### src/rtl/tl_seq_gates.sv
module tl_seq_gates #(
  parameter int TW = 12
) (
  input  logic          clk,
  input  logic          rst_n,
  input  logic          start,
  input  logic [TW-1:0] dwell_zero,
  input  logic [TW-1:0] dwell_single,
  input  logic [TW-1:0] dwell_double,
  input  logic [2:0]    area,
  input  logic [1:0]    short_sel,
  input  logic [1:0]    zero_sel,
  output logic [8:0]    gate
);
  localparam logic [2:0] LP = 3'b001;
  localparam logic [2:0] LZ = 3'b010;
  localparam logic [2:0] LN = 3'b100;
  localparam logic [3:0] NONE = 4'd10;

  logic          act;
  logic [3:0]    seg;
  logic [TW-1:0] rem;
  logic [TW-1:0] lz, ls, ld;
  logic [1:0]    lrot, lss, lzs;

  logic [TW-1:0] uz, us, ud;
  logic [1:0]    urot, uss, uzs;
  logic [3:0]    from, nxt;
  logic          advance;

  function automatic logic [1:0] kind_of(input logic [3:0] i);
    case (i)
      4'd2, 4'd7:              return 2'd0;
      4'd1, 4'd3, 4'd6, 4'd8:  return 2'd1;
      default:                 return 2'd2;
    endcase
  endfunction

  function automatic logic [1:0] occ_of(input logic [3:0] i);
    case (i)
      4'd3, 4'd4, 4'd7: return 2'd1;
      4'd5, 4'd6:       return 2'd2;
      4'd8, 4'd9:       return 2'd3;
      default:          return 2'd0;
    endcase
  endfunction

  function automatic logic [TW-1:0] seg_len(input logic [3:0] i,
      input logic [TW-1:0] z, input logic [TW-1:0] s, input logic [TW-1:0] d);
    logic [TW+1:0] o;
    logic [TW+1:0] sum;
    o = (TW+2)'(occ_of(i));
    case (kind_of(i))
      2'd0:    sum = ({2'b00, z} + o) >> 1;
      2'd1:    sum = ({2'b00, s} + o) >> 2;
      default: sum = ({2'b00, d} + o) >> 2;
    endcase
    return sum[TW-1:0];
  endfunction

  function automatic logic [3:0] next_seg(input logic [3:0] f,
      input logic [TW-1:0] z, input logic [TW-1:0] s, input logic [TW-1:0] d);
    logic [3:0] r;
    r = NONE;
    for (int i = 9; i >= 0; i--)
      if (4'(i) >= f && seg_len(4'(i), z, s, d) != '0) r = 4'(i);
    return r;
  endfunction

  function automatic logic [8:0] zero_vec(input logic [1:0] zs);
    case (zs)
      2'd1:    return {LP, LP, LP};
      2'd2:    return {LN, LN, LN};
      default: return {LZ, LZ, LZ};
    endcase
  endfunction

  function automatic logic [8:0] seg_vec(input logic [3:0] i, input logic [1:0] ss,
      input logic [1:0] zs, input logic [1:0] rot);
    logic up;
    logic [2:0] ra, rb, rc;
    up = (ss == 2'd0) || (ss == 2'd2 && i < 4'd5) || (ss == 2'd3 && i >= 4'd5);
    {rc, rb, ra} = zero_vec(zs);
    case (kind_of(i))
      2'd1:    {ra, rb, rc} = up ? {LP, LZ, LZ} : {LZ, LN, LN};
      2'd2:    {ra, rb, rc} = up ? {LP, LP, LZ} : {LZ, LZ, LN};
      default: ;
    endcase
    case (rot)
      2'd1:    return {rb, ra, rc};
      2'd2:    return {ra, rc, rb};
      default: return {rc, rb, ra};
    endcase
  endfunction

  assign uz   = start ? dwell_zero   : lz;
  assign us   = start ? dwell_single : ls;
  assign ud   = start ? dwell_double : ld;
  assign urot = start ? 2'(area % 3'd3) : lrot;
  assign uss  = start ? short_sel : lss;
  assign uzs  = start ? zero_sel  : lzs;
  assign from    = start ? 4'd0 : seg + 4'd1;
  assign nxt     = next_seg(from, uz, us, ud);
  assign advance = start || (act && rem <= TW'(1));

  always_ff @(posedge clk or negedge rst_n) begin
    if (!rst_n) begin
      act  <= 1'b0;
      seg  <= '0;
      rem  <= '0;
      gate <= {LZ, LZ, LZ};
      lz   <= '0;
      ls   <= '0;
      ld   <= '0;
      lrot <= '0;
      lss  <= '0;
      lzs  <= '0;
    end else begin
      if (start) begin
        lz   <= dwell_zero;
        ls   <= dwell_single;
        ld   <= dwell_double;
        lrot <= urot;
        lss  <= short_sel;
        lzs  <= zero_sel;
      end
      if (advance) begin
        if (nxt == NONE) begin
          act  <= 1'b0;
          gate <= zero_vec(uzs);
        end else begin
          act  <= 1'b1;
          seg  <= nxt;
          rem  <= seg_len(nxt, uz, us, ud);
          gate <= seg_vec(nxt, uss, uzs, urot);
        end
      end else if (act) begin
        rem <= rem - TW'(1);
      end
    end
  end

  a_r2_onehot: assert property (@(posedge clk) disable iff (!rst_n)
    $countones(gate[2:0]) == 1 && $countones(gate[5:3]) == 1 && $countones(gate[8:6]) == 1);

  a_r4_hold_in_segment: assert property (@(posedge clk) disable iff (!rst_n)
    (act && rem > TW'(1) && !start) |=> $stable(gate));

  a_r9_idle_hold: assert property (@(posedge clk) disable iff (!rst_n)
    (!act && !start) |=> $stable(gate));

  a_r10_start_runs: assert property (@(posedge clk) disable iff (!rst_n)
    (start && (dwell_zero != '0 || dwell_single != '0 || dwell_double != '0)) |=> act);

  a_r5_no_empty_segment: assert property (@(posedge clk) disable iff (!rst_n)
    act |-> rem != '0);
endmodule

### config.mk
export PLATFORM = sky130hd
export DESIGN_NAME = tl_seq_gates
export DESIGN_NICKNAME = d
export VERILOG_FILES = /design/src/rtl/tl_seq_gates.sv
export SDC_FILE = /design/constraint.sdc
export NUM_CORES = 1
export LEC_CHECK = 0
export BUFFER_PORTS_ARGS = -buffer_cell sky130_fd_sc_hd__buf_2
export CORE_ASPECT_RATIO = 0.5
export CORE_MARGIN = 2
export CORE_UTILIZATION = 52
export CTS_BUF_LIST = sky130_fd_sc_hd__clkbuf_4
export CTS_CLUSTER_SIZE = 16
export DETAILED_ROUTE_END_ITERATION = 8
export PLACE_DENSITY = 0.73
export RECOVER_POWER = 100
export SETUP_SLACK_MARGIN = 0.2
export SLEW_MARGIN = 20
export SYNTH_ARGS = -nofsm -noshare
export SYNTH_HDL_FRONTEND = slang
export SYNTH_SLANG_ARGS = --single-unit
### constraint.sdc
create_clock -name clk -period 5.05 [get_ports clk]
set_input_delay 1.01 -clock clk [delete_from_list [all_inputs] [get_ports clk]]
set_output_delay 1.01 -clock clk [all_outputs]
set_load 0.1 [all_outputs]
==> impl_metrics.py <==
metrics = {
    "yosys": {
        "synth_area_per_cell_um2": 7.91,
        "yosysUniqueCellTypes": 99,
        "syn_area_um2": 7110,
        "synth_xor_area_frac": 0.0405,
        "yosys.area_share.simple": 0.265,
        "ys_warn_count": 0,
        "synthArstFlopShare": 1.00,
        "ys.flop_type": "dfrtp_1",
        "synth_compound_area_frac": 0.296,
        "synth_cells": 898,
        "synth_fa_ha_area_frac": 0.0292,
        "synth_top_family_by_area": "compound AO/OA/AOI/OAI gates",
        "syn_nets": 960,
        "synth-edff-count": 0,
        "ys_seq_area_frac": 0.240,
        "ys_seq_elements": 68,
        "synthMuxAreaShare": 0.0803,
    },
    "timing": {
        "tightest_slew_ns": 0.947,
        "fmax_mhz": 185,
        "final_max_slew_viol_count": 0,
        "layout_min_cycle_time_ns": 5.39,
        "hold_violations": 0,
        "setup_viol": 12,
        "rsz0062_at_grt": "yes",
        "slew_headroom": 0.369,
        "fin_ws_ns": -0.343,
        "skew_ns": 0.0172,
        "holdWs_ns": 0.534,
        "fin_crit_sh": 1.07,
    },
    "run_status": {
        "violations": "design-rule violations, negative setup slack",
        "status": "finished, violations left",
    },
    "drt": {
        "wl_met1_um": 12100,
        "wl_met3_um": 3090,
        "first_pass_iters": 9,
        "drc": 3,
        "postRouteAntennaNets": 0,
        "vias": 9172,
        "wl_met2_um": 12500,
        "wl_per_cell_um": 20.3,
        "first_iter_violations": 1294,
        "top_layer_used": "met5",
        "wirelength_um": 28800,
        "via_per_inst": 6.48,
    },
    "finish": {
        "drive_above_1_share": 0.406,
        "layout.nets": 1296,
        "fillerInstances": 1020,
        "instances_no_fill": 1415,
        "syn2layout_area_growth_pct": 46.9,
        "n_antenna_cell": 0,
    },
    "clock_network": {
        "clockBufferDepth": 2,
        "path_clk_slew_ns": 0.14,
        "numCtsBuffers": 9,
        "cts_tree": "built",
        "cts.sinks": 68,
        "worst_skew_pair.late_latency_ns": 0.46,
        "htree_levels": 3,
        "root_buffer": "clkbuf_4",
    },
    "floorplan": {
        "die-height_um": 86.7,
        "die_area_um2": 14700,
        "start_util": 0.529,
        "die_x_um": 169,
        "io_pins": 55,
        "std_cell_rows": 30,
        "core_area_um2": 13400,
    },
    "global_route": {
        "grt_antenna_before_repair": 1,
        "first_global_vias": 8514,
        "grt_max_degree": 69,
        "grt-ovfl-total": 0,
        "grt_pass1_wl_um": 44100,
        "grt_util_all_layers": 0.384,
    },
    "worst_setup_path": {
        "reg2reg_slack_ns": 0,
        "critical_path_arrival_ns": 5.78,
        "critPathLaunchType": "primary input",
        "path_max_fanout": 7,
        "critical_path_class": "primary input to flip-flop",
        "critPathRequiredTime_ns": 5.44,
        "end_kind": "flip-flop",
    },
    "power": {
        "p_leak_nw": 4.63,
        "ir_drop_mv": 0.389,
        "p_per_area_nw_per_um2": 413,
    },
    "place": {
        "dp_cells": 1374,
        "port_buffers": 54,
        "place.gp.congestion": 0.997,
        "hpwl_um": 21700,
    },
    "min_path": {
        "min_path_type": "flip-flop to flip-flop",
    },
    "run": {
        "max-cap-violations": 0,
    },
}
==> cell usage after synthesis, types with 10 or more instances <==
| cell type | instances | area, um^2 |
|---|---|---|
| a21oi_1 | 56 | 280 |
| mux2i_1 | 32 | 320 |
| a21o_1 | 10 | 75.1 |
| nand2_1 | 80 | 300 |
| mux2_2 | 21 | 236 |
| xnor2_1 | 21 | 184 |
| nor2_1 | 62 | 233 |
| a31oi_1 | 24 | 150 |
| and2_1 | 11 | 68.8 |
| nand2b_1 | 14 | 87.6 |
| nand3b_1 | 19 | 143 |
| and3_1 | 12 | 75.1 |
| xor2_1 | 10 | 87.6 |
| o211ai_1 | 13 | 97.6 |
| nand4_1 | 14 | 87.6 |
| nand3_1 | 51 | 255 |
| clkbuf_1 | 19 | 71.3 |
| inv_1 | 39 | 146 |
| buf_2 | 16 | 80.1 |
| dfrtp_1 | 65 | 1630 |
| ha_1 | 15 | 188 |
| nor3_1 | 26 | 130 |
| a22oi_1 | 10 | 75.1 |
| o21ai_0 | 38 | 190 |
==> metal layers <==
| metal | vias to the layer above | track usage |
|---|---|---|
| li1 | 4141 | - |
| met1 | 4345 | 0.526 |
| met2 | 563 | 0.614 |
| met3 | 121 | 0.0804 |
| met4 | 2 | 0.119 |
| met5 | - | 0 |
==> placed cells by master, fill, tap and decap left out, drive strengths merged, types with 24 or more instances in the layout <==
cell type  count
dfrtp         65
nand2         81
nor3          27
a21oi         57
nor2          64
mux2i         33
a31oi         24
o21ai         43
nand3         51
inv           42
buf          365
==> stage by stage <==
| stage | instance area (um^2) | worst slack, ns | total power [mW] | setup TNS (ns) | util |
|---|---|---|---|---|---|
| finish | 10400 | -0.343 | 4.31 | -2.90 | 0.777 |
| global route | 10400 | -0.479 | 4.52 | -4.35 | 0.777 |
| CTS | 10100 | -0.115 | 4.00 | -0.715 | 0.754 |
| detailed placement | 9650 | -0.956 | 3.47 | -12.55 | 0.718 |
| global placement | 9650 | -0.804 | 3.41 | -9.78 | 0.718 |
| floorplan | 7250 | -0.902 | 2.37 | -10.32 | - |
==> cell type report <==
type / count / area, um^2 / share of cell area
timing repair buffer: 366 / 2720 / 0.260
multi-input combinational: 748 / 5490 / 0.526
clock buffer: 10 / 75.1 / 0.00719
sequential: 68 / 1710 / 0.163
inverter: 41 / 154 / 0.0147
clock inverter: 6 / 71.3 / 0.00683
tap: 176 / 220 / 0.0211
==> registers in the layout, indices dropped and copies added (netlist names) <==
signal	flops
ls	12
lss	2
lz	12
lrot	2
lzs	2
seg	4
act	1
ld	12
gate	9
rem	12
==> report_power, final <==
group | leakage, nW | internal, mW | switching (mW)
registers | 0.801 | 0.676 | 0.149
clock network | 0.0736 | 0.160 | 0.233
logic | 3.75 | 1.37 | 1.72
total | 4.63 | 2.21 | 2.10
==> what timing repair did <==
action                                  4_1_cts  5_1_grt
gates cloned                                  1        0
endpoints found under the hold margin         0        0
hold buffers                                  0        0
pin swaps                                    37       47
endpoints found under the setup margin       17       19
setup buffers                                11       13
resized for setup                            51       38
==> worst max-delay path, stage by stage <==
cell and delay, ns:
buf_12 0.12, mux2i_4 0.18, inv_2 0.12, ha_4 0.16
nand4_1 0.16, a222oi_1 0.43, buf_4 0.19, nand2_2 0.05
xnor2_1 0.13, or4_4 0.55, buf_6 0.14, a21o_1 0.16
o211ai_1 0.26, and2_4 0.21, a21boi_4 0.06, nor2_1 0.15
a21oi_2 0.06, ha_4 0.27, inv_2 0.03, o32a_4 0.38
o21a_4 0.25, or2_1 0.25, o211ai_1 0.23, o311a_1 0.22
==> logic make-up (layout without fill, tap and decap cells) <==
logic type               Yosys count  after routing
flip-flops                        68             68
buffers and inverters             82            423
adder cells (fa/ha/maj)           16             16
XOR/XNOR                          32             32
multiplexers                      54             54
AND/OR/NAND/NOR                  356            356
AO/OA/AOI/OAI                    290            290
==> final timing paths <==
check,start,end,cells after the start
max in group asynchronous,rst_n,ld[8],2
min reg2reg,lrot[1],lrot[1],2
min in group asynchronous,rst_n,lz[11],2
max,start,rem[8],24
max reg2reg,ls[1],rem[8],23
min,lrot[1],lrot[1],2
Note: power is estimated with default switching activity, not from simulation.
